File: src/rtl/agc_tmr_pkg.sv
package agc_tmr_pkg;
   // Fixed cycles added to every gain update period on top of count and settle.
   localparam int unsigned PERIOD_OVERHEAD = 5;

   function automatic int unsigned sel_width(input int unsigned n);
      return (n > 1) ? $clog2(n) : 1;
   endfunction
endpackage

File: src/rtl/agc_tmr_countdown.sv
module agc_tmr_countdown #(
   parameter int unsigned W = 8
) (
   input  logic         clk,
   input  logic         rst_n,
   input  logic         load,
   input  logic [W-1:0] load_val,
   input  logic         dec_en,
   output logic         busy
);
   logic [W-1:0] rem_q;

   always_ff @(posedge clk or negedge rst_n) begin
      if (!rst_n)                       rem_q <= '0;
      else if (load)                    rem_q <= load_val;
      else if (dec_en && rem_q != '0)   rem_q <= rem_q - 1'b1;
   end

   assign busy = (rem_q != '0);
endmodule

File: src/rtl/agc_tmr_period.sv
module agc_tmr_period
   import agc_tmr_pkg::*;
#(
   parameter int unsigned CNT_W = 16,
   parameter int unsigned SET_W = 8
) (
   input  logic             clk,
   input  logic             rst_n,
   input  logic             run,
   input  logic             restart,
   input  logic             hold,
   input  logic [CNT_W-1:0] upd_cnt,
   input  logic [SET_W-1:0] settle,
   output logic             expiry,
   output logic             in_window
);
   localparam int unsigned PH_W = CNT_W + 2;

   logic [PH_W-1:0] phase_q;
   logic [PH_W-1:0] last_ph;
   logic            at_last;

   assign last_ph   = PH_W'(upd_cnt) + PH_W'(settle) + PH_W'(PERIOD_OVERHEAD) - PH_W'(1);
   assign at_last   = (phase_q == last_ph);
   assign expiry    = run && at_last && !hold;
   assign in_window = run && (phase_q >= PH_W'(upd_cnt));

   always_ff @(posedge clk or negedge rst_n) begin
      if (!rst_n)        phase_q <= '0;
      else if (!run)     phase_q <= '0;
      else if (restart)  phase_q <= '0;
      else if (expiry)   phase_q <= '0;
      else if (!at_last) phase_q <= phase_q + 1'b1;
   end
endmodule

File: src/rtl/agc_tmr_sync_sel.sv
module agc_tmr_sync_sel #(
   parameter int unsigned NUM_SYNC = 4,
   parameter int unsigned SEL_W    = 2
) (
   input  logic [NUM_SYNC-1:0] sync_in,
   input  logic [SEL_W-1:0]    sel,
   output logic                hit
);
   generate
      if (NUM_SYNC == 1) begin : g_single
         logic unused_sel;
         assign unused_sel = ^sel;
         assign hit        = sync_in[0];
      end else begin : g_mux
         assign hit = (int'(sel) < int'(NUM_SYNC)) ? sync_in[sel] : 1'b0;
      end
   endgenerate
endmodule

File: src/rtl/agc_update_timer.sv
module agc_update_timer
   import agc_tmr_pkg::*;
#(
   parameter int unsigned CNT_W    = 16,
   parameter int unsigned SET_W    = 8,
   parameter int unsigned START_W  = 16,
   parameter int unsigned NUM_SYNC = 4,
   localparam int unsigned SEL_W   = sel_width(NUM_SYNC)
) (
   input  logic                clk,
   input  logic                rst_n,
   input  logic                rx_enable,
   input  logic                attack_req,
   input  logic [NUM_SYNC-1:0] sync_in,
   input  logic [CNT_W-1:0]    cfg_update_cnt,
   input  logic [SET_W-1:0]    cfg_settle,
   input  logic [START_W-1:0]  cfg_start_dly,
   input  logic                cfg_block_en,
   input  logic                cfg_sync_en,
   input  logic [SEL_W-1:0]    cfg_sync_sel,
   output logic                loop_active,
   output logic                attack_grant,
   output logic                recovery_pulse,
   output logic                settling,
   output logic                meas_reset
);
   generate
      if (SET_W > CNT_W) begin : g_bad_set_w
         $error("SET_W must not exceed CNT_W");
      end
      if (NUM_SYNC < 1) begin : g_bad_sync
         $error("NUM_SYNC must be at least 1");
      end
   endgenerate

   // Shadow configuration, loaded only while the receiver is off
   logic [CNT_W-1:0] cnt_sh;
   logic [SET_W-1:0] set_sh;
   logic             blk_sh;
   logic             syn_en_sh;
   logic [SEL_W-1:0] sel_sh;

   always_ff @(posedge clk or negedge rst_n) begin
      if (!rst_n) begin
         cnt_sh    <= '0;
         set_sh    <= '0;
         blk_sh    <= 1'b0;
         syn_en_sh <= 1'b0;
         sel_sh    <= '0;
      end else if (!rx_enable) begin
         cnt_sh    <= cfg_update_cnt;
         set_sh    <= cfg_settle;
         blk_sh    <= cfg_block_en;
         syn_en_sh <= cfg_sync_en;
         sel_sh    <= cfg_sync_sel;
      end
   end

   // Start-up delay
   logic start_busy;
   logic active_q;
   logic run;

   agc_tmr_countdown #(.W(START_W)) start_tmr_i (
      .clk      (clk),
      .rst_n    (rst_n),
      .load     (!rx_enable),
      .load_val (cfg_start_dly),
      .dec_en   (rx_enable),
      .busy     (start_busy)
   );

   always_ff @(posedge clk or negedge rst_n) begin
      if (!rst_n) active_q <= 1'b0;
      else        active_q <= rx_enable && (active_q || !start_busy);
   end

   assign run = active_q && rx_enable;

   // Settling delay after each grant
   logic             grant;
   logic             settle_busy;
   logic [SET_W-1:0] settle_val;

   assign settle_val = rx_enable ? set_sh : '0;

   agc_tmr_countdown #(.W(SET_W)) settle_tmr_i (
      .clk      (clk),
      .rst_n    (rst_n),
      .load     (grant || !rx_enable),
      .load_val (settle_val),
      .dec_en   (1'b1),
      .busy     (settle_busy)
   );

   assign settling = settle_busy && rx_enable;

   // Sync line choice and period counter
   logic sync_line;
   logic sync_hit;
   logic expiry;
   logic in_win;

   agc_tmr_sync_sel #(.NUM_SYNC(NUM_SYNC), .SEL_W(SEL_W)) sync_sel_i (
      .sync_in (sync_in),
      .sel     (sel_sh),
      .hit     (sync_line)
   );

   assign sync_hit = run && syn_en_sh && sync_line;

   agc_tmr_period #(.CNT_W(CNT_W), .SET_W(SET_W)) period_i (
      .clk       (clk),
      .rst_n     (rst_n),
      .run       (run),
      .restart   (sync_hit),
      .hold      (settling),
      .upd_cnt   (cnt_sh),
      .settle    (set_sh),
      .expiry    (expiry),
      .in_window (in_win)
   );

   // Attack arbitration
   logic blocked;
   logic pending_q;
   logic atk_seen_q;

   assign blocked = blk_sh && in_win;
   assign grant   = run && !settling &&
                    ((attack_req && !blocked) || (pending_q && !in_win));

   always_ff @(posedge clk or negedge rst_n) begin
      if (!rst_n)                               pending_q <= 1'b0;
      else if (!rx_enable || grant)             pending_q <= 1'b0;
      else if (run && attack_req && blocked)    pending_q <= 1'b1;
   end

   always_ff @(posedge clk or negedge rst_n) begin
      if (!rst_n)                    atk_seen_q <= 1'b0;
      else if (!rx_enable)           atk_seen_q <= 1'b0;
      else if (expiry || sync_hit)   atk_seen_q <= 1'b0;
      else if (grant)                atk_seen_q <= 1'b1;
   end

   assign loop_active    = run;
   assign attack_grant   = grant;
   assign meas_reset     = expiry;
   assign recovery_pulse = expiry && !atk_seen_q && !grant;
endmodule

File: config.mk
export PLATFORM = sky130hd
export DESIGN_NAME = agc_update_timer
export DESIGN_NICKNAME = d
export VERILOG_FILES = /design/src/rtl/agc_tmr_pkg.sv /design/src/rtl/agc_tmr_countdown.sv /design/src/rtl/agc_tmr_period.sv /design/src/rtl/agc_tmr_sync_sel.sv /design/src/rtl/agc_update_timer.sv
export SDC_FILE = /design/constraint.sdc
export NUM_CORES = 1
export LEC_CHECK = 0
export ABC_CLOCK_PERIOD_IN_PS = 9250
export BUFFER_PORTS_ARGS = -buffer_cell sky130_fd_sc_hd__buf_2
export CORE_ASPECT_RATIO = 1.1
export CORE_UTILIZATION = 65
export DETAILED_ROUTE_END_ITERATION = 10
export PLACE_DENSITY = 0.87
export SYNTH_ARGS = -nofsm -noshare
export SYNTH_HDL_FRONTEND = slang
export SYNTH_SLANG_ARGS = --single-unit
File: constraint.sdc
create_clock -name clk -period 9.25 [get_ports clk]
set_clock_uncertainty 0.15 [all_clocks]
set_input_delay 0.925 -clock clk [delete_from_list [all_inputs] [get_ports clk]]
set_output_delay 0.925 -clock clk [all_outputs]
set_load 0.005 [all_outputs]
==> results.cfg <==
[timing]
tns_ps = 0
hold_ws_ps = 369
fin_crit_ps = 6330
maxSlewViolCount = 0
finalSetupViolCount = 0
rsz0062_at_grt = no
fin_crit_sh = 0.685
fmax_mhz = 158
hold_viol = 0
worstMarginPinSlew_ps = 920
max_slew_margin = 0.386

[drt]
highest_layer = met4
wl_met1_um = 5570
avgRoutedWirePerCell_um = 16.9
first_pass_iters = 5
wl_met3_um = 648
dr_wl_met2_um = 6100
viasPerCell = 6.21
vias = 4691
drc_errors = 0
wirelength_um = 12700
drt_iter0_markers = 248
detail-route-antenna-nets = 0

[hold_path]
min_to = syn_en_sh$_DFFE_PN0N_
hp-class = register to register
hp-start = syn_en_sh$_DFFE_PN0N_
whs_path_depth = 1

[grt]
grtUsageTotal = 0.303
antenna_found_initial = 0
grt_pass1_vias = 4697
grt_overflow = 0
grt_first_pass_wirelength_um = 21500
grt_max_degree = 74

[placement]
hpwl_um = 9290
gp_congestion = 0.949
numPortBuffers = 56

[synthesis]
async_reset_ff_frac = 1.00
synth_seq_cells = 73
synth-compound-area-share = 0.176
netlist_area_um2 = 5520
synth.distinct_cells = 79
synth_fp_nets = 678
yosys_warnings = 0
synth_area_per_cell_um2 = 9.27
muxShareOfSynthArea = 0.0748
ys_seq_area_frac = 0.331
postSynthCellCount = 596
ys.flop_type = dfrtp_1
synth_top_family_by_area = simple AND/OR/NAND/NOR gates
yosysTopAreaCellShare = 0.331
synthAdderAreaFrac = 0.0693
synth_area_leaders = dfrtp_1 33%, ha_1 6.6%, mux2_2 6.5%, xnor2_1 5.4%, xor2_1 3.0%
synth_simple_gate_area_frac = 0.202
synth_xor_area_frac = 0.0952
synth_edf_count = 0
synth_area_leader_cell = dfrtp_1

[setup_path]
start_kind = register
worst-r2r-setup-slack_ps = 3970
cp.arrival_ps = 5260
reg2reg_to = period_i.phase_q[0]$_DFFE_PN0P_
critical_path_required_ps = 8180
path_class = register to output port
end_kind = output port
r2r_cells = 16
crit_fanout = 7
r2r-start = set_sh[2]$_DFFE_PN0N_

[die]
die_h_um = 98.7
coreArea_um2 = 8080
start_util = 0.683
top_level_ports = 57
die_area_um2 = 8870
fp.dieW_um = 89.9
rows = 34

[final_layout]
drive_above_1_share = 0.193
area.growth.synth_to_final_pct = 8.63
finalNetCount = 724
mostFrequentLayoutCells = 73 x dfrtp_1, 55 x buf_2, 42 x inv_1, 40 x nand2_1, 36 x nor2_1
final_common_cell = dfrtp_1
antennaDiodeCount = 0
final-seq-area_um2 = 1830
multi_input_area_um2 = 3410
final_util = 0.742
n_fill_cell = 588

[clock_network]
post-cts-setup-buffers = 0
cts_root_buf = clkbuf_8
ctsHoldBuffers = 0
cts_buffers = 9
path_clk_slew_ps = 80
cts_sinks = 73
cts_tree = built
ctsResizeCount = 0
cts-htree-levels = 3
clockBufferDepth = 2
clock_latency_ps = 360

[job]
cap_violations = 0

[pwr]
power_density_nw_per_um2 = 170
ir_worst_vdd_mv = 0.152
leakage_nw = 2.74

[outcome]
outcome = complete, no violations
==> routing by layer <==
metal | global-route usage | up-vias
met3 | 0.0471 | 42
met2 | 0.512 | 179
met5 | 0 | -
li1 | - | 2259
met1 | 0.383 | 2211
met4 | 0.144 | 0
==> where the power goes <==
group	leakage [nW]	switching [W]	internal [W]
registers	0.917	0.0000368	0.000355
logic	1.74	0.000226	0.000170
clock network	0.0866	0.000133	0.0000984
total	2.74	0.000396	0.000623
==> synthesized netlist by cell type (6+ instances only) <==
cell type   n
or3_1       7
and3_1      8
o21ai_0    17
xor2_1     19
ha_1       29
nor3b_1     9
xnor2_1    34
a22oi_1     7
nand2b_1   14
dfrtp_1    73
nor3_1     20
clkbuf_1   12
o31a_1      6
nor2_1     36
nor2b_1    10
o22ai_1     6
inv_1      42
nor4_1     11
nand2_1    40
a21oi_1    18
a21o_1      8
mux2_2     32
a211o_1    10
nand3_1    29
==> flip-flops by register name, indices dropped and copies added, names as in the netlist, 2 cells and up <==
name and cells:
period_i.phase_q 18, cnt_sh 16, start_tmr_i.rem_q 16, set_sh 8, settle_tmr_i.rem_q 8, sel_sh 2
==> worst max-delay path, cell delays in order, from the launching register on <==
cell and delay, ps:
dfrtp_1 410, ha_1 460, nand3_1 200, and3_1 250, nor2_1 240, ha_1 290
nand2b_1 90, a2111oi_0 450, a41o_1 210, o21ai_2 130, nor4_1 330, or2_1 170
nand4_1 100, or4_1 540, or4_1 600, nor4_1 250, buf_2 160
==> cells by family (layout without fill, tap and decap cells) <==
group / Yosys count / in the layout
adders and majority gates: 30 / 30
DFF: 73 / 73
AOI/OAI and AO/OA: 127 / 127
buffers and inverters: 65 / 116
and+or+nand+nor: 209 / 209
xor gates and xnor gates: 56 / 56
muxes: 36 / 36
==> layout make-up <==
type	instances	area share
tap	108	0.0225
clock inverter	6	0.00730
clock buffer	10	0.0213
multi-input combinational	458	0.569
timing repair buffer	58	0.0496
inverter	42	0.0263
sequential	73	0.304
==> per-stage QoR <==
| stage | power (W) | cells | area [um2] | worst slack, ps |
|---|---|---|---|---|
| after floorplan | 0.000697 | 596 | 5520 | 4140 |
| after global placement | 0.000765 | 739 | 5830 | 3740 |
| after detailed placement | 0.000784 | 739 | 5830 | 3490 |
| after CTS | 0.00101 | 755 | 6000 | 3060 |
| after global routing | 0.00108 | 755 | 6000 | 2620 |
| final | 0.00102 | 755 | 6000 | 2920 |
==> worst max-delay path by stage <==
stage / startpoint / end / slack (ps) / cells past startpoint
after floorplan: cnt_sh[2]$_DFFE_PN0N_ / recovery_pulse / 4140 / 16
after global placement: set_sh[2]$_DFFE_PN0N_ / recovery_pulse / 3740 / 16
after detailed placement: set_sh[2]$_DFFE_PN0N_ / recovery_pulse / 3490 / 16
after CTS: set_sh[2]$_DFFE_PN0N_ / recovery_pulse / 3060 / 16
after global routing: set_sh[2]$_DFFE_PN0N_ / recovery_pulse / 2620 / 16
final: set_sh[2]$_DFFE_PN0N_ / recovery_pulse / 2920 / 16
Note: power is estimated with default switching activity, not from simulation.
